==> src/rtl/stk_pkg.sv <==
package stk_pkg;

   typedef enum logic [3:0] {
      CMD_PUSH_B    = 4'd0,
      CMD_POP_B     = 4'd1,
      CMD_PUSH_W    = 4'd2,
      CMD_POP_W     = 4'd3,
      CMD_POP_PSW   = 4'd4,
      CMD_CALL_ABS  = 4'd5,
      CMD_CALL_PAGE = 4'd6,
      CMD_CALL_TBL  = 4'd7,
      CMD_BRK       = 4'd8
   } stk_cmd_e;

   localparam logic [3:0] CMD_LAST = 4'd8;

   // WB byte write, WL/WH word low/high write, WP status write,
   // RB/RBE byte read and capture, RL/RH/RE word read steps,
   // VL/VH/VE vector read steps
   typedef enum logic [3:0] {
      ST_IDLE, ST_WB, ST_WL, ST_WH, ST_WP,
      ST_RB, ST_RBE, ST_RL, ST_RH, ST_RE,
      ST_VL, ST_VH, ST_VE
   } stk_state_e;

endpackage

==> src/rtl/stk_sp.sv <==
module stk_sp #(
   parameter int               SP_W     = 8,
   parameter logic [SP_W-1:0]  SP_RESET = '1
) (
   input  logic            clk,
   input  logic            rst_n,
   input  logic            step_en,
   input  logic [SP_W-1:0] step,
   output logic [SP_W-1:0] sp
);

   localparam logic [SP_W-1:0] D_P1 = SP_W'(1);
   localparam logic [SP_W-1:0] D_P2 = SP_W'(2);
   localparam logic [SP_W-1:0] D_M1 = '1;
   localparam logic [SP_W-1:0] D_M2 = ~SP_W'(1);

   generate
      if (SP_W < 2) begin : g_bad_width
         $error("stk_sp: SP_W must be at least 2");
      end
   endgenerate

   always_ff @(posedge clk) begin
      if (!rst_n)       sp <= SP_RESET;
      else if (step_en) sp <= sp + step;
   end

   // pointer only ever moves by one or two slots, wrapping in its width
   assert_sp_step_R4: assert property (@(posedge clk) disable iff (!rst_n)
      !$stable(sp) |-> ((sp - $past(sp)) == D_P1 || (sp - $past(sp)) == D_P2 ||
                        (sp - $past(sp)) == D_M1 || (sp - $past(sp)) == D_M2));

endmodule

==> src/rtl/stk_addr.sv <==
module stk_addr
   import stk_pkg::*;
#(
   parameter int ADDR_W     = 16,
   parameter int SP_W       = 8,
   parameter int STACK_PAGE = 1,
   parameter int VEC_BASE   = 'hFFC0,
   parameter int VEC_N      = 16,
   parameter bit PAGE_WRAP  = 1'b1,
   localparam int IDX_W     = $clog2(VEC_N),
   localparam int PAGE_W    = ADDR_W - SP_W
) (
   input  stk_state_e       state,
   input  logic [SP_W-1:0]  sp,
   input  logic [IDX_W-1:0] vec_idx,
   output logic [ADDR_W-1:0] mem_addr
);

   localparam logic [PAGE_W-1:0] PAGE = PAGE_W'(STACK_PAGE);
   localparam logic [ADDR_W-1:0] VBASE = ADDR_W'(VEC_BASE);

   logic [SP_W-1:0]   sp_inc, sp_dec;
   logic [ADDR_W-1:0] a_top, a_next, a_low, v_lo, v_hi;
   logic [IDX_W-1:0]  rev;

   assign sp_inc = sp + SP_W'(1);
   assign sp_dec = sp - SP_W'(1);
   assign a_top  = {PAGE, sp};
   assign a_next = {PAGE, sp_inc};
   assign rev    = IDX_W'(VEC_N - 1) - vec_idx;
   assign v_lo   = VBASE + ADDR_W'({rev, 1'b0});
   assign v_hi   = v_lo + ADDR_W'(1);

   // low byte of a word slot: kept in the page, or plain linear minus one
   generate
      if (PAGE_WRAP) begin : g_wrap
         assign a_low = {PAGE, sp_dec};
      end else begin : g_linear
         assign a_low = a_top - ADDR_W'(1);
      end
   endgenerate

   always_comb begin
      case (state)
         ST_WB, ST_WH, ST_WP, ST_RH: mem_addr = a_top;
         ST_WL:                      mem_addr = a_low;
         ST_RB, ST_RL:               mem_addr = a_next;
         ST_VL:                      mem_addr = v_lo;
         ST_VH:                      mem_addr = v_hi;
         default:                    mem_addr = '0;
      endcase
   end

endmodule

==> src/rtl/stk_seq.sv <==
module stk_seq
   import stk_pkg::*;
#(
   parameter int DATA_W       = 8,
   parameter int SP_W         = 8,
   parameter int VEC_N        = 16,
   parameter int PAGE_BASE    = 'hFF00,
   parameter int DP_FLAG_BIT  = 5,
   parameter int DP_HIGH_BASE = 'h0100,
   localparam int ADDR_W      = 2 * DATA_W,
   localparam int IDX_W       = $clog2(VEC_N)
) (
   input  logic              clk,
   input  logic              rst_n,
   input  logic              start,
   input  logic [3:0]        cmd,
   input  logic [ADDR_W-1:0] arg,
   input  logic [ADDR_W-1:0] pc_in,
   input  logic [DATA_W-1:0] psw_in,
   input  logic [DATA_W-1:0] mem_rdata,
   output stk_state_e        state,
   output logic [IDX_W-1:0]  vec_idx,
   output logic              sp_en,
   output logic [SP_W-1:0]   sp_step,
   output logic              mem_we,
   output logic              mem_re,
   output logic [DATA_W-1:0] mem_wdata,
   output logic              busy,
   output logic              done,
   output logic [ADDR_W-1:0] pc_out,
   output logic [ADDR_W-1:0] pop_data,
   output logic [ADDR_W-1:0] dp_base
);

   stk_cmd_e          cmd_q;
   logic [ADDR_W-1:0] wword_q, tgt_q;
   logic [DATA_W-1:0] bval_q, psw_q, lo_q;

   // ---------------- access decode ----------------
   always_comb begin
      mem_we    = 1'b0;
      mem_re    = 1'b0;
      mem_wdata = '0;
      sp_en     = 1'b0;
      sp_step   = '0;
      case (state)
         ST_WB: begin
            mem_we = 1'b1; mem_wdata = bval_q;
            sp_en  = 1'b1; sp_step   = '1;
         end
         ST_WL: begin
            mem_we = 1'b1; mem_wdata = wword_q[DATA_W-1:0];
         end
         ST_WH: begin
            mem_we = 1'b1; mem_wdata = wword_q[ADDR_W-1:DATA_W];
            sp_en  = 1'b1; sp_step   = ~SP_W'(1);
         end
         ST_WP: begin
            mem_we = 1'b1; mem_wdata = psw_q;
            sp_en  = 1'b1; sp_step   = '1;
         end
         ST_RB: begin
            mem_re = 1'b1; sp_en = 1'b1; sp_step = SP_W'(1);
         end
         ST_RL: begin
            mem_re = 1'b1; sp_en = 1'b1; sp_step = SP_W'(2);
         end
         ST_RH, ST_VL, ST_VH: mem_re = 1'b1;
         default: ;
      endcase
   end

   assign busy = (state != ST_IDLE);

   // ---------------- sequencer ----------------
   always_ff @(posedge clk) begin
      if (!rst_n) begin
         state    <= ST_IDLE;
         cmd_q    <= CMD_PUSH_B;
         wword_q  <= '0;
         tgt_q    <= '0;
         bval_q   <= '0;
         psw_q    <= '0;
         lo_q     <= '0;
         vec_idx  <= '0;
         done     <= 1'b0;
         pc_out   <= '0;
         pop_data <= '0;
         dp_base  <= '0;
      end else begin
         done <= 1'b0;
         case (state)
            ST_IDLE: begin
               if (start && cmd <= CMD_LAST) begin
                  cmd_q <= stk_cmd_e'(cmd);
                  case (stk_cmd_e'(cmd))
                     CMD_PUSH_B: begin
                        bval_q <= arg[DATA_W-1:0];
                        state  <= ST_WB;
                     end
                     CMD_POP_B, CMD_POP_PSW: state <= ST_RB;
                     CMD_PUSH_W: begin
                        wword_q <= arg;
                        state   <= ST_WL;
                     end
                     CMD_POP_W: state <= ST_RL;
                     CMD_CALL_ABS: begin
                        wword_q <= pc_in + ADDR_W'(3);
                        tgt_q   <= arg;
                        state   <= ST_WL;
                     end
                     CMD_CALL_PAGE: begin
                        wword_q <= pc_in + ADDR_W'(2);
                        tgt_q   <= ADDR_W'(PAGE_BASE) | ADDR_W'(arg[DATA_W-1:0]);
                        state   <= ST_WL;
                     end
                     CMD_CALL_TBL: begin
                        wword_q <= pc_in + ADDR_W'(1);
                        vec_idx <= arg[IDX_W-1:0];
                        state   <= ST_WL;
                     end
                     default: begin
                        wword_q <= pc_in + ADDR_W'(1);
                        psw_q   <= psw_in;
                        vec_idx <= '0;
                        state   <= ST_WL;
                     end
                  endcase
               end
            end
            ST_WB: begin
               state <= ST_IDLE;
               done  <= 1'b1;
            end
            ST_WL: state <= ST_WH;
            ST_WH: begin
               case (cmd_q)
                  CMD_CALL_TBL: state <= ST_VL;
                  CMD_BRK:      state <= ST_WP;
                  CMD_CALL_ABS, CMD_CALL_PAGE: begin
                     pc_out <= tgt_q;
                     state  <= ST_IDLE;
                     done   <= 1'b1;
                  end
                  default: begin
                     state <= ST_IDLE;
                     done  <= 1'b1;
                  end
               endcase
            end
            ST_WP:  state <= ST_VL;
            ST_RB:  state <= ST_RBE;
            ST_RBE: begin
               pop_data <= ADDR_W'(mem_rdata);
               if (cmd_q == CMD_POP_PSW)
                  dp_base <= mem_rdata[DP_FLAG_BIT] ? ADDR_W'(DP_HIGH_BASE) : '0;
               state <= ST_IDLE;
               done  <= 1'b1;
            end
            ST_RL: state <= ST_RH;
            ST_RH: begin
               lo_q  <= mem_rdata;
               state <= ST_RE;
            end
            ST_RE: begin
               pop_data <= {mem_rdata, lo_q};
               state    <= ST_IDLE;
               done     <= 1'b1;
            end
            ST_VL: state <= ST_VH;
            ST_VH: begin
               lo_q  <= mem_rdata;
               state <= ST_VE;
            end
            ST_VE: begin
               pc_out <= {mem_rdata, lo_q};
               state  <= ST_IDLE;
               done   <= 1'b1;
            end
            default: state <= ST_IDLE;
         endcase
      end
   end

   assert_no_rw_clash_R10: assert property (@(posedge clk) disable iff (!rst_n)
      !(mem_we && mem_re));

   assert_done_pulse_R10: assert property (@(posedge clk) disable iff (!rst_n)
      done |-> (!busy ##1 !done));

   assert_dp_only_at_done_R9: assert property (@(posedge clk) disable iff (!rst_n)
      !$stable(dp_base) |-> done);

   assert_cmd_held_R11: assert property (@(posedge clk) disable iff (!rst_n)
      busy |=> $stable(cmd_q));

endmodule

==> src/rtl/stk_call_ctrl.sv <==
module stk_call_ctrl
   import stk_pkg::*;
#(
   parameter int DATA_W       = 8,
   parameter int SP_W         = 8,
   parameter int SP_RESET     = 'hFF,
   parameter int STACK_PAGE   = 1,
   parameter int VEC_BASE     = 'hFFC0,
   parameter int VEC_N        = 16,
   parameter int PAGE_BASE    = 'hFF00,
   parameter int DP_FLAG_BIT  = 5,
   parameter int DP_HIGH_BASE = 'h0100,
   parameter bit PAGE_WRAP    = 1'b1,
   localparam int ADDR_W      = 2 * DATA_W,
   localparam int IDX_W       = $clog2(VEC_N)
) (
   input  logic              clk,
   input  logic              rst_n,
   input  logic              start,
   input  logic [3:0]        cmd,
   input  logic [ADDR_W-1:0] arg,
   input  logic [ADDR_W-1:0] pc_in,
   input  logic [DATA_W-1:0] psw_in,
   output logic              busy,
   output logic              done,
   output logic [ADDR_W-1:0] pc_out,
   output logic [ADDR_W-1:0] pop_data,
   output logic [SP_W-1:0]   sp,
   output logic [ADDR_W-1:0] dp_base,
   output logic [ADDR_W-1:0] mem_addr,
   output logic              mem_we,
   output logic              mem_re,
   output logic [DATA_W-1:0] mem_wdata,
   input  logic [DATA_W-1:0] mem_rdata
);

   generate
      if (SP_W >= ADDR_W) begin : g_bad_sp
         $error("stk_call_ctrl: SP_W must be narrower than the address");
      end
      if (DP_FLAG_BIT >= DATA_W) begin : g_bad_flag
         $error("stk_call_ctrl: DP_FLAG_BIT outside the status byte");
      end
      if (VEC_BASE + 2 * VEC_N > (1 << ADDR_W)) begin : g_bad_vec
         $error("stk_call_ctrl: vector table exceeds the address space");
      end
      if ((1 << IDX_W) != VEC_N) begin : g_bad_vec_n
         $error("stk_call_ctrl: VEC_N must be a power of two");
      end
   endgenerate

   stk_state_e        state;
   logic [IDX_W-1:0]  vec_idx;
   logic              sp_en;
   logic [SP_W-1:0]   sp_step;

   stk_seq #(
      .DATA_W(DATA_W), .SP_W(SP_W), .VEC_N(VEC_N), .PAGE_BASE(PAGE_BASE),
      .DP_FLAG_BIT(DP_FLAG_BIT), .DP_HIGH_BASE(DP_HIGH_BASE)
   ) u_seq (
      .clk(clk), .rst_n(rst_n), .start(start), .cmd(cmd), .arg(arg),
      .pc_in(pc_in), .psw_in(psw_in), .mem_rdata(mem_rdata),
      .state(state), .vec_idx(vec_idx), .sp_en(sp_en), .sp_step(sp_step),
      .mem_we(mem_we), .mem_re(mem_re), .mem_wdata(mem_wdata),
      .busy(busy), .done(done), .pc_out(pc_out), .pop_data(pop_data),
      .dp_base(dp_base)
   );

   stk_sp #(.SP_W(SP_W), .SP_RESET(SP_W'(SP_RESET))) u_sp (
      .clk(clk), .rst_n(rst_n), .step_en(sp_en), .step(sp_step), .sp(sp)
   );

   stk_addr #(
      .ADDR_W(ADDR_W), .SP_W(SP_W), .STACK_PAGE(STACK_PAGE),
      .VEC_BASE(VEC_BASE), .VEC_N(VEC_N), .PAGE_WRAP(PAGE_WRAP)
   ) u_addr (
      .state(state), .sp(sp), .vec_idx(vec_idx), .mem_addr(mem_addr)
   );

   generate
      if (PAGE_WRAP) begin : g_page_chk
         assert_write_in_page_R4: assert property (@(posedge clk) disable iff (!rst_n)
            mem_we |-> (mem_addr[ADDR_W-1:SP_W] == (ADDR_W-SP_W)'(STACK_PAGE)));
      end
   endgenerate

   assert_vec_read_range_R7: assert property (@(posedge clk) disable iff (!rst_n)
      (mem_re && mem_addr[ADDR_W-1:SP_W] != (ADDR_W-SP_W)'(STACK_PAGE)) |->
         (mem_addr >= ADDR_W'(VEC_BASE) && mem_addr < ADDR_W'(VEC_BASE + 2 * VEC_N)));

endmodule

==> config.mk <==
export PLATFORM = sky130hd
export DESIGN_NAME = stk_call_ctrl
export DESIGN_NICKNAME = d
export VERILOG_FILES = /design/src/rtl/stk_pkg.sv /design/src/rtl/stk_sp.sv /design/src/rtl/stk_addr.sv /design/src/rtl/stk_seq.sv /design/src/rtl/stk_call_ctrl.sv
export SDC_FILE = /design/constraint.sdc
export NUM_CORES = 1
export LEC_CHECK = 0
export ABC_AREA = 1
export ABC_CLOCK_PERIOD_IN_PS = 6900
export BUFFER_PORTS_ARGS = -buffer_cell sky130_fd_sc_hd__buf_2
export CAP_MARGIN = 15
export CORE_MARGIN = 5
export CORE_UTILIZATION = 50
export DETAILED_ROUTE_END_ITERATION = 6
export PLACE_DENSITY = 0.75
export SLEW_MARGIN = 40
export SYNTH_ARGS = -nofsm -noshare
export SYNTH_HDL_FRONTEND = slang
export SYNTH_SLANG_ARGS = --single-unit
==> constraint.sdc <==
create_clock -name clk -period 6.9 [get_ports clk]
set_input_delay 0 -clock clk [delete_from_list [all_inputs] [get_ports clk]]
set_output_delay 0 -clock clk [all_outputs]
set_load 0.02 [all_outputs]
# After elaboration in Yosys (flattened, before gate mapping)
# Index checks and enable logic that the tools add are counted.
[word_totals]
ff_bits = 125
inputBits = 55
output_inout_bits = 84
elab_cells = 100
[op_classes]
add_sub_neg = 9
n_lt_le_gt_ge = 1
n_eq_ne = 26
muxes = 19
n_bitwise = 3
reduce_logical = 29
[ops]
columns = ["cell", "count"]
rows = [
  ["$pmux 16 s2", 3],
  ["$pmux 16 s5", 1],
  ["$pmux 16 s4", 1],
  ["$pmux 8 s4", 2],
  ["$eq 4x3->1 const B", 12],
  ["$pmux 4 s9", 1],
  ["$add 16x1->16 const B", 2],
  ["$add 16x2->16 const B", 2],
  ["$eq 4x4->1 const B", 6],
  ["$eq 4x2->1 const B", 4],
  ["$mux 16", 1],
  ["$pmux 4 s2", 2],
  ["$reduce_or 4->1", 4],
  ["$reduce_and 3->1", 5],
  ["$reduce_or 2->1", 6],
  ["$reduce_or 5->1", 2],
  ["$mux 9", 1],
  ["$pmux 3 s3", 1],
  ["$add 7x6->8 const A", 1],
  ["$add 8x1->8 const B", 1],
  ["$add 8x8->8", 1],
  ["$eq 4x1->1 const B", 2],
  ["$logic_not 4->1", 2],
  ["$reduce_or 8->1", 1],
  ["14 further kinds", 23],
]

# Longest topological paths before layout
# Gate-level depths: netlist of run 1.
[depth]
ltp_word = 5
mapped_depth = 18
ltp_nobuf = 16

# By module
# From an unflattened synthesis of run 1, not the netlist that was laid out.
[hier_totals]
cells_unflattened = 1011
area_unflattened_um2 = 6647.6
[modules_own_cells]
columns = ["mod", "instances", "cells_each", "area_per_inst_um2", "seq_area_each_um2"]
rows = [
  ["stk_seq", 1, 806, 5422.7, 2042.0],
  ["stk_addr", 1, 120, 644.4, 0.0],
  ["stk_sp", 1, 85, 580.6, 160.2],
]

# Worst setup path after synthesis of run 1
# OpenSTA, ideal clock, no wires.
[synth_path]
kind = "register -> register"
from = "register u_seq.state[2]"
to = "register u_sp.sp[6]"
setup_time_ps = 114
arrival_time_ps = 2189
required_time_ps = 6786
path_slack_ps = 4597
stages_incl_launch_ff = 16
n_path_buf = 1
synth_period_minus_slack_ps = 2303
cell_sequence = "dfxtp_1 > buf_4 > nor2_2 > nand2_1 > nor2_1 > inv_1 > nand2_1 > ha_1 > inv_1 > fa_1 > inv_1 > nand3_1 > nand2_1 > nand2_1 > nand3_1 > nand2_1"
[synth_via]
elab_chain_cells = 4
elab_cells_between_ends = 10
classes_between = "1 x add/sub; 5 x eq/ne; 2 x mux; 2 x reduce/logical"
[synth_lines]
columns = ["item", "line_no", "text"]
rows = [
  ["from (decl)", "stk_seq.sv:21", "output stk_state_e state,"],
  ["from (signal assigned)", "stk_seq.sv:78", "state <= ST_IDLE;"],
  ["from (signal assigned)", "stk_seq.sv:99", "state <= ST_WB;"],
  ["from (signal assigned)", "stk_seq.sv:101", "CMD_POP_B, CMD_POP_PSW: state <= ST_RB;"],
  ["$eq 4x1->1 / $eq 4x3->1 (equally long branches)", "stk_seq.sv:46", "case (state)"],
  ["$reduce_or 2->1 (no line)", "--", ""],
  ["$pmux 8 s4", "stk_seq.sv:46", ""],
  ["$add 8x8->8", "stk_sp.sv:25", "else if (step_en) sp <= sp + step;"],
  ["to (signal assigned)", "stk_sp.sv:25", ""],
  ["to (decl)", "stk_sp.sv:9", "output logic [SP_W-1:0] sp"],
]
# Parallel ways exist; a longest one is shown, timed or not.
# A chain may end at the register's enable or synchronous reset.

# Worst setup path in the final report of run 1
# Ends and elaborated chain as after synthesis.

==> results of run 1 <==
routing by layer:
| layer | share of wire, % | vias up | global-route usage [%] |
|---|---|---|---|
| li1 | - | 3372 | - |
| met3 | 8.7 | 24 | 5.08 |
| met5 | 0 | - | 0 |
| met2 | 44 | 297 | 37.9 |
| met4 | 2.2 | 0 | 8.68 |
| met1 | 46 | 3041 | 35.5 |
final cells by class:
cell class	instances	share of cell area, %
timing repair buffer	161	13.3
multi-input combinational	675	44.6
sequential	110	29.5
clock inverter	6	0.839
tap	168	2.82
inverter	117	5.89
clock buffer	10	3.07
power breakdown:
group | internal (mW) | switching, mW
clock | 0.256 | 0.261
combinational | 0.153 | 0.315
sequential | 0.675 | 0.0353
total | 1.08 | 0.611
state kept, by name, summed over array words and instances, names as in the netlist:
name            cells
u_seq.pc_out       16
u_seq.pop_data     16
u_seq.tgt_q        16
u_seq.wword_q      16
u_seq.bval_q        8
u_seq.lo_q          8
u_seq.psw_q         8
u_sp.sp             8
u_seq.cmd_q         4
u_seq.state         4
u_seq.vec_idx       4
u_seq.done          1
u_seq.dp_base       1
worst max-delay path by stage:
stage | startpoint | end | slack [ps] | depth (start not counted)
2_1_floorplan | u_seq.state[2]$_SDFFE_PN0P_ | u_sp.sp[6]$_SDFFE_PN1P_ | 4600 | 15
5_1_grt | u_seq.state[2]$_SDFFE_PN0P_ | u_sp.sp[4]$_SDFFE_PN1P_ | 4030 | 14
3_3_place_gp | u_seq.state[2]$_SDFFE_PN0P_ | u_sp.sp[6]$_SDFFE_PN1P_ | 4350 | 14
3_5_place_dp | u_seq.state[2]$_SDFFE_PN0P_ | u_sp.sp[6]$_SDFFE_PN1P_ | 4280 | 14
6_report | u_seq.state[2]$_SDFFE_PN0P_ | u_sp.sp[6]$_SDFFE_PN1P_ | 4230 | 14
4_1_cts | u_seq.state[2]$_SDFFE_PN0P_ | u_sp.sp[6]$_SDFFE_PN1P_ | 4270 | 14
worst register-to-register path, cell delays in order, from the launching register on:
cell,delay [ps]
dfxtp_1,380
nor2_2,220
nand2_1,190
nor2_1,500
inv_1,130
nand2_1,110
ha_1,160
inv_1,50
fa_1,400
inv_1,90
nand3_1,90
nand2_1,70
nand2_1,50
nand3_1,60
nand2_1,50
Yosys cell counts, drive strengths merged (7+ instances only):
| master | n | area, µm² |
|---|---|---|
| nand2 | 188 | 718 |
| nand3 | 55 | 280 |
| nand4 | 16 | 100 |
| buf | 34 | 233 |
| a31oi | 8 | 50.1 |
| o211ai | 7 | 52.6 |
| nor2 | 123 | 494 |
| o221ai | 8 | 70.1 |
| nor3 | 18 | 100 |
| o21ai | 113 | 569 |
| dfxtp | 110 | 2200 |
| clkbuf | 21 | 78.8 |
| inv | 115 | 432 |
| a211oi | 17 | 128 |
| a21oi | 70 | 350 |
cells by family after synthesis:
logic type      Yosys count
flops                   110
fa+ha+maj                 7
xor+xnor                  6
other cells               1
simple gates            404
buf+inv                 172
compound gates          243
stage by stage:
step | util, % | setup slack [ps] | instance area (µm²) | instances
floorplan | - | 4600 | 6260 | 957
global placement | 56.1 | 4350 | 6790 | 1195
detailed placement | 56.1 | 4280 | 6800 | 1195
CTS | 61.5 | 4270 | 7450 | 1247
global route | 61.6 | 4030 | 7460 | 1247
finish | 61.6 | 4230 | 7460 | 1247
==> impl_metrics.yaml, run 1 <==
status:
  outcome: "completed"
finish:
  drive_above_1_share_pct: 15.3
  seqCellArea_um2: 2200
  multi_input_area_um2: 3320
  final_common_cell: "nand2_1"
  nNetsFinal: 1136
  area_growth_syn_to_layout_pct: 20.1
  final_cell_mix: "nand2_1 (183), buf_2 (123), nor2_1 (113)"
  n_fill_cell: 1185
  diodes: 0
die:
  fp-row-count: 40
  core_um2: 12100
  ioPinCount: 139
  die_w_um: 121
  die_area_um2: 14800
  start_util_pct: 51.3
  die_h_um: 121
placed_design:
  place.gp.congestion: 0.977
  dp_hpwl_um: 13900
  port_buffers: 123
timing:
  post-route-min-period_ps: 2670
  hold_viol_final: 0
  fin_crit_sh_pct: 38.6
  finalSetupTns_ps: 0
  rsz0062_at_grt: "false"
  clock.fmax_mhz: 375
  drv_slew: 0
  setup_viol: 0
  fin_worst_skew_ps: 8.13
  whs_ps: 24.8
  worstMarginPinSlew_ps: 781
  slew_headroom_pct: 48.0
worst_hold_path:
  min-delay-start: "pc_in[13]"
  holdPathStages: 4
  hold_end: "u_seq.wword_q[13]$_SDFFE_PN0P_"
  hp-class: "in2reg"
clock_network:
  post_cts.repair.setup_buffers: 0
  clock_path_buffers: 2
  cts_root_buf: "clkbuf_16"
  clk_pin_slew_worst_paths_ps: 70
  cts-buffers-inserted: 9
  clock_sinks: 110
  clock_latency_ps: 360
  cts_tree: "built"
  cts_hold_buf: 36
  htreeDepth: 3
  post_cts_resize_count: 0
drt:
  wl_um: 18900
  drtIter0Drc: 714
  vias_per_cell: 5.40
  firstDrtPassIters: 5
  vias: 6734
  drc: 0
  ant_nets: 0
  wl_per_cell_um: 15.1
critical_path:
  critPathMaxStageDelay_ps: 500
  crit_path_end_kind: "flip-flop"
  rr_worst_depth: 14
  reg2reg_setup_slack_ps: 4230
  path_buf_inv: 3
  worstPathRequired_ps: 7150
  start_kind: "flip-flop"
  worstSetupPathType: "reg2reg"
  cp_max_fo: 9
  crit_path_cell_trace: "nor2_2 -> nand2_1 -> nor2_1 -> inv_1 -> nand2_1 -> ha_1 -> inv_1 -> fa_1 -> inv_1 -> nand3_1 -> nand2_1 -> nand2_1 -> nand3_1 -> nand2_1"
  reg2reg_from: "u_seq.state[2]$_SDFFE_PN0P_"
  rr_endpoint: "u_sp.sp[6]$_SDFFE_PN1P_"
  critPathTopFamily: "simple AND/OR/NAND/NOR gates"
  cp.arrival_ps: 2920
  crit_top_cell: "nand2_1"
  cp_slowest_cell: "nor2_1"
synth:
  yosys_warnings: 0
  synth.distinct_cells: 45
  synth.area.mux_share_pct: 0
  syn-instance-count: 943
  ys_ff_latch: 110
  synthXorXnorAreaFrac_pct: 0.846
  syn_avg_cell_area_um2: 6.59
  synth-edff-count: 0
  yosysSeqAreaShare_pct: 35.5
  synth_compound_area_share_pct: 22.2
  synth_top_family_by_area: "simple AND/OR/NAND/NOR gates"
  async_flop_share_pct: 0
  yosys.area_share.simple_pct: 27.7
  synthAdderAreaFrac_pct: 1.65
  synthFlopType: "dfxtp_1"
  syn_area_um2: 6210
grt:
  grtUsageTotal_pct: 25.1
  antenna_found_initial: 0
  grt_max_degree: 89
  first_global_vias: 6127
  grt_overflow: 0
  grt_pass1_wl_um: 30100
run:
  cap_violations: 0
power:
  total_leakage_power_nw: 3.53
  power_mw: 1.69
  ir_drop_mv: 0.130
  p_per_area_nw_per_um2: 227
Note: power is estimated with default switching activity, not from simulation.
==> inputs of run 2 (changes only) <==
ABC_CLOCK_PERIOD_IN_PS = 2650   (was 6900)
clock period = 2.65 ns   (was 6.9 ns; I/O delays follow)
==> run 2 against run 1 <==
Effect of this change: critical endpoint is now u_seq.wword_q[12]$_SDFFE_PN0P_; die area unchanged; the flow now finishes with violations (design-rule violations); flip-flop and latch count unchanged; worst setup slack got worse by 4000 ps; wire length decreased by 1.8%; power increased to 2.6 times the previous value.
==> impl_metrics.yaml, run 2 (same netlist as run 1, synthesis figures left out) <==
die:
  core_um2: 12100
  ioPinCount: 139
  start_util_pct: 51.3
  die_area_um2: 14800
  die_w_um: 121
  die_h_um: 121
  fp-row-count: 40
grt:
  antenna_found_initial: 0
  grt_overflow: 0
  first_global_vias: 5958
  grt_max_degree: 88
  grtUsageTotal_pct: 24.2
  grt_pass1_wl_um: 29100
timing:
  setup_viol: 0
  drv_slew: 0
  hold_viol_final: 0
  fin_ws_ps: 187
  fin_worst_skew_ps: 7.50
  worstMarginPinSlew_ps: 762
  slew_headroom_pct: 49.1
  fin_crit_sh_pct: 92.9
  post-route-min-period_ps: 2460
  clock.fmax_mhz: 406
placed_design:
  pre_cts_ws_ps: 299
  port_buffers: 123
  placedCellCount: 1205
  place.gp.congestion: 0.973
  dp_hpwl_um: 13600
finish:
  nNetsFinal: 1146
  final_common_cell: "nand2_1"
  diodes: 0
  drive_above_1_share_pct: 16.0
  n_fill_cell: 1174
  area_growth_syn_to_layout_pct: 21.3
  layoutNonFillerInstCount: 1257
  final_cell_mix: "nand2_1 (182), buf_2 (123), nor2_1 (115)"
drt:
  wl_um: 18500
  firstDrtPassIters: 7
  vias_per_cell: 5.45
  drtIter0Drc: 672
  ant_nets: 0
  drc: 1
  vias: 6850
  wl_per_cell_um: 14.7
status:
  outcome: "finished, violations left"
  violations: "design-rule violations"
critical_path:
  worstPathRequired_ps: 2900
  cp_max_fo: 5
  start_kind: "input port"
  worstSetupPathType: "in2reg"
  cp.arrival_ps: 2710
  reg2reg_setup_slack_ps: 340
  crit_path_end_kind: "flip-flop"
power:
  p_sw_mw: 1.56
  total_leakage_power_nw: 3.58
  ir_drop_mv: 0.309
  sw_frac_of_total_pct: 35.6
  power_frac_seq_pct: 42.0
  power_frac_comb_pct: 27.9
  p_per_area_nw_per_um2: 583
  internal-power_mw: 2.83
  pwr-share-clk_pct: 30.1
clock_network:
  clock_latency_ps: 350
  cts_tree: "built"
  clock_sinks: 110
  cts_root_buf: "clkbuf_16"
  post_cts.repair.setup_buffers: 0
  clock_path_buffers: 2
  clk_pin_slew_worst_paths_ps: 70
  cts-buffers-inserted: 9
  htreeDepth: 3
worst_hold_path:
  hp-class: "in2reg"
run:
  cap_violations: 0
-- run 2: layer usage --
layer	GRT usage, %	vias to the layer above	part of all wire, %
li1	-	3394	-
met2	37.5	333	45
met5	0	-	0
met4	6.65	0	1.7
met1	34.5	3098	44
met3	4.24	25	9.1
-- run 2: repair_timing --
action / in CTS / in global routing
endpoints found under the setup margin: 0 / 8
hold buffers: 36 / 0
hold endpoints to repair: 61 / 0
resized for setup: 0 / 3
-- run 2: power groups by stage --
stage	Sequential, mW	Combinational, mW	Clock [mW]
floorplan	1.89	0.824	0
global placement	1.88	1.16	0
detailed placement	1.88	1.16	0
CTS	1.84	1.21	1.35
global route	1.86	1.36	1.42
finish	1.85	1.23	1.32
-- run 2: final cells by class --
type	instances	area, µm²	area share [%]
Inverter	117	439	5.83
Clock buffer	10	229	3.04
Multi-Input combinational cell	675	3320	44.1
Clock inverter	6	67.6	0.897
Tap cell	168	210	2.79
Timing Repair Buffer	171	1070	14.1
Sequential cell	110	2200	29.2
-- run 2: worst paths after layout --
| check | startpoint | to | cells after the start |
|---|---|---|---|
| hold reg to reg | u_seq.pop_data[9]$_SDFFE_PN0P_ | u_seq.pop_data[9]$_SDFFE_PN0P_ | 2 |
| hold / removal | pc_in[13] | u_seq.wword_q[13]$_SDFFE_PN0P_ | 4 |
| setup / recovery | cmd[2] | u_seq.wword_q[12]$_SDFFE_PN0P_ | 17 |
| setup reg to reg | u_seq.state[2]$_SDFFE_PN0P_ | u_sp.sp[6]$_SDFFE_PN1P_ | 14 |
-- run 2: critical path, stage by stage --
cell and delay [ps]:
dlygate4sd3_1 520, buf_2 120, inv_1 50, nor2_1 170
inv_1 120, nor3_4 240, inv_1 90, fa_1 400
nand3b_1 220, nor2_2 190, nand2_1 140, inv_1 90
nand3_1 60, nand3_1 90, nand3_1 80, nand2_1 60
inv_1 40
-- run 2: stage by stage --
| stage | power (mW) | hold slack [ps] | util [%] | instance area [µm²] | TNS (ps) |
|---|---|---|---|---|---|
| 6_report | 4.40 | 9.20 | 62.2 | 7540 | 0 |
| 4_1_cts | 4.40 | 3.52 | 62.1 | 7520 | 0 |
| 3_3_place_gp | 3.04 | 260 | 56.7 | 6870 | 0 |
| 3_5_place_dp | 3.04 | 264 | 56.7 | 6870 | 0 |
| 2_1_floorplan | 2.71 | 135 | - | 6260 | 0 |
| 5_1_grt | 4.64 | 31.7 | 62.2 | 7540 | -3.41 |
==> inputs of run 3 (changes only) <==
==> constraint.sdc (replaced) <==
create_clock -name clk -period 2.65 [get_ports clk]
set_input_delay 0 -clock clk [delete_from_list [all_inputs] [get_ports clk]]
set_output_delay 0 -clock clk [all_outputs]
set_load 0.1 [all_outputs]
==> run 3 against run 2 <==
Effect of this change: the run now ends clean; register-to-register slack got worse by 50 ps; critical path depth fell by 5; global-route usage increased by 1.1 points; sequential share of layout area is 0.31 points lower; worst setup slack gained 12 ps; die area is the same; cell count grew 0.24%; via count decreased by 1.5%; utilization rose by 0.71 points; clock skew down 1.0 ps; non-clock buffer count up 2; flip-flop and latch count is the same.
==> impl_metrics.yaml, run 3 (same netlist as run 1, synthesis figures left out) <==
status:
  outcome: "completed"
clock_network:
  clock_path_buffers: 2
  cts_tree: "built"
  post_cts.repair.setup_buffers: 0
  cts_root_buf: "clkbuf_16"
  htreeDepth: 3
  cts-buffers-inserted: 9
  clock_sinks: 110
  clock_latency_ps: 360
  clk_pin_slew_worst_paths_ps: 70
critical_path:
  cp_max_fo: 10
  critPathMaxStageDelay_ps: 450
  cp_slowest_cell: "dfxtp_1"
  crit_top_cell: "nand2_1"
  start_kind: "flip-flop"
  worstPathRequired_ps: 2650
  crit_path_end_kind: "primary output"
  cp.arrival_ps: 2450
  crit_path_cell_trace: "inv_1 -> nor2_1 -> nand2_1 -> buf_4 -> nand2_1 -> nand2_1 -> nor2_1 -> nand4_1 -> nand3_1 -> nand3_1 -> nand2_1 -> clkbuf_4"
  worstSetupPathType: "reg2out"
placed_design:
  pre_cts_ws_ps: 308
  port_buffers: 123
  dp_hpwl_um: 14100
  place.gp.congestion: 0.964
timing:
  fin_crit_sh_pct: 92.5
  setup_viol: 0
  hold_viol_final: 0
  post-route-min-period_ps: 2450
  worstMarginPinSlew_ps: 837
  clock.fmax_mhz: 408
  rsz0062_at_grt: "false"
  finalSetupTns_ps: 0
  fin_worst_skew_ps: 6.50
  drv_slew: 0
  slew_headroom_pct: 44.1
  fin_ws_ps: 199
drt:
  wl_um: 18800
  vias: 6747
  drc: 0
  ant_nets: 0
  vias_per_cell: 5.35
  firstDrtPassIters: 6
  drtIter0Drc: 555
  wl_per_cell_um: 14.9
grt:
  antenna_found_initial: 0
  grt_pass1_wl_um: 30200
  grt_overflow: 0
  grt_max_degree: 46
  grtUsageTotal_pct: 25.3
  first_global_vias: 6102
die:
  die_h_um: 121
  core_um2: 12100
  die_w_um: 121
  die_area_um2: 14800
  start_util_pct: 51.3
  ioPinCount: 139
  fp-row-count: 40
finish:
  final_util_pct: 62.9
  drive_above_1_share_pct: 16.8
  nNetsFinal: 1148
  final_common_cell: "nand2_1"
  area_growth_syn_to_layout_pct: 22.7
  final_cell_mix: "nand2_1 (183), buf_2 (119), nor2_1 (113)"
run:
  cap_violations: 0
power:
  total_leakage_power_nw: 3.60
  p_per_area_nw_per_um2: 690
  ir_drop_mv: 0.309
worst_hold_path:
  hp-class: "in2reg"
==> run 3: per-stage QoR <==
step                power [mW]  area [µm²]  hold slack [ps]  instances
CTS                       5.24        7600             23.8       1259
global placement          3.80        6930              258       1207
detailed placement        3.81        6930              261       1207
global route              5.51        7620             36.6       1259
finish                    5.26        7620             31.3       1260
floorplan                 3.46        6310              135        957
==> run 3: timing repair <==
action                                 4_1_cts  5_1_grt
gates resized for setup                      0        9
hold buffers                                36        0
setup endpoints to repair                    0        7
endpoints found under the hold margin       58        0
==> run 3: final cells by class <==
type	count	area, µm²
clock buffers	10	229
well taps	168	210
multi-input cells	675	3370
fillers	1171	4490
diodes	1	2.50
flip-flops and latches	110	2200
inverters	117	439
repair buffers	173	1090
clock inverters	6	81.3
==> run 3: worst max-delay path: cells and delay by family, from the launching register on <==
| kind | cells | cell delay, ps |
|---|---|---|
| and+or+nand+nor | 9 | 1040 |
| buffers and inverters | 3 | 600 |
| DFF | 1 | 450 |
==> run 3: path summary, 6_finish.rpt <==
kind                                                      start                              end  slack [ps]  cells after the start
worst min register to register  u_seq.pop_data[14]$_SDFFE_PN0P_  u_seq.pop_data[14]$_SDFFE_PN0P_         460                      2
worst max-delay path                u_seq.state[2]$_SDFFE_PN0P_                      mem_addr[7]         200                     12
worst min-delay path                                  pc_in[11]   u_seq.wword_q[11]$_SDFFE_PN0P_          30                      4
worst max register to register      u_seq.state[2]$_SDFFE_PN0P_          u_sp.sp[7]$_SDFFE_PN1P_         290                     16
==> run 3: power by group <==
group | internal (mW) | switching [mW] | total [mW]
clock | 0.752 | 0.658 | 1.41
combinational | 0.444 | 1.56 | 2.00
sequential | 1.76 | 0.0913 | 1.85
total | 2.95 | 2.31 | 5.26
==> run 3: routing by layer <==
metal	vias up	global-route usage [%]	share of wire (%)	routed length (µm)
met4	0	8.33	2.3	439
met1	3037	35.2	45	8440
met2	286	38.9	44	8300
met3	31	5.41	8.6	1620
met5	-	0	0	0
li1	3393	-	-	-
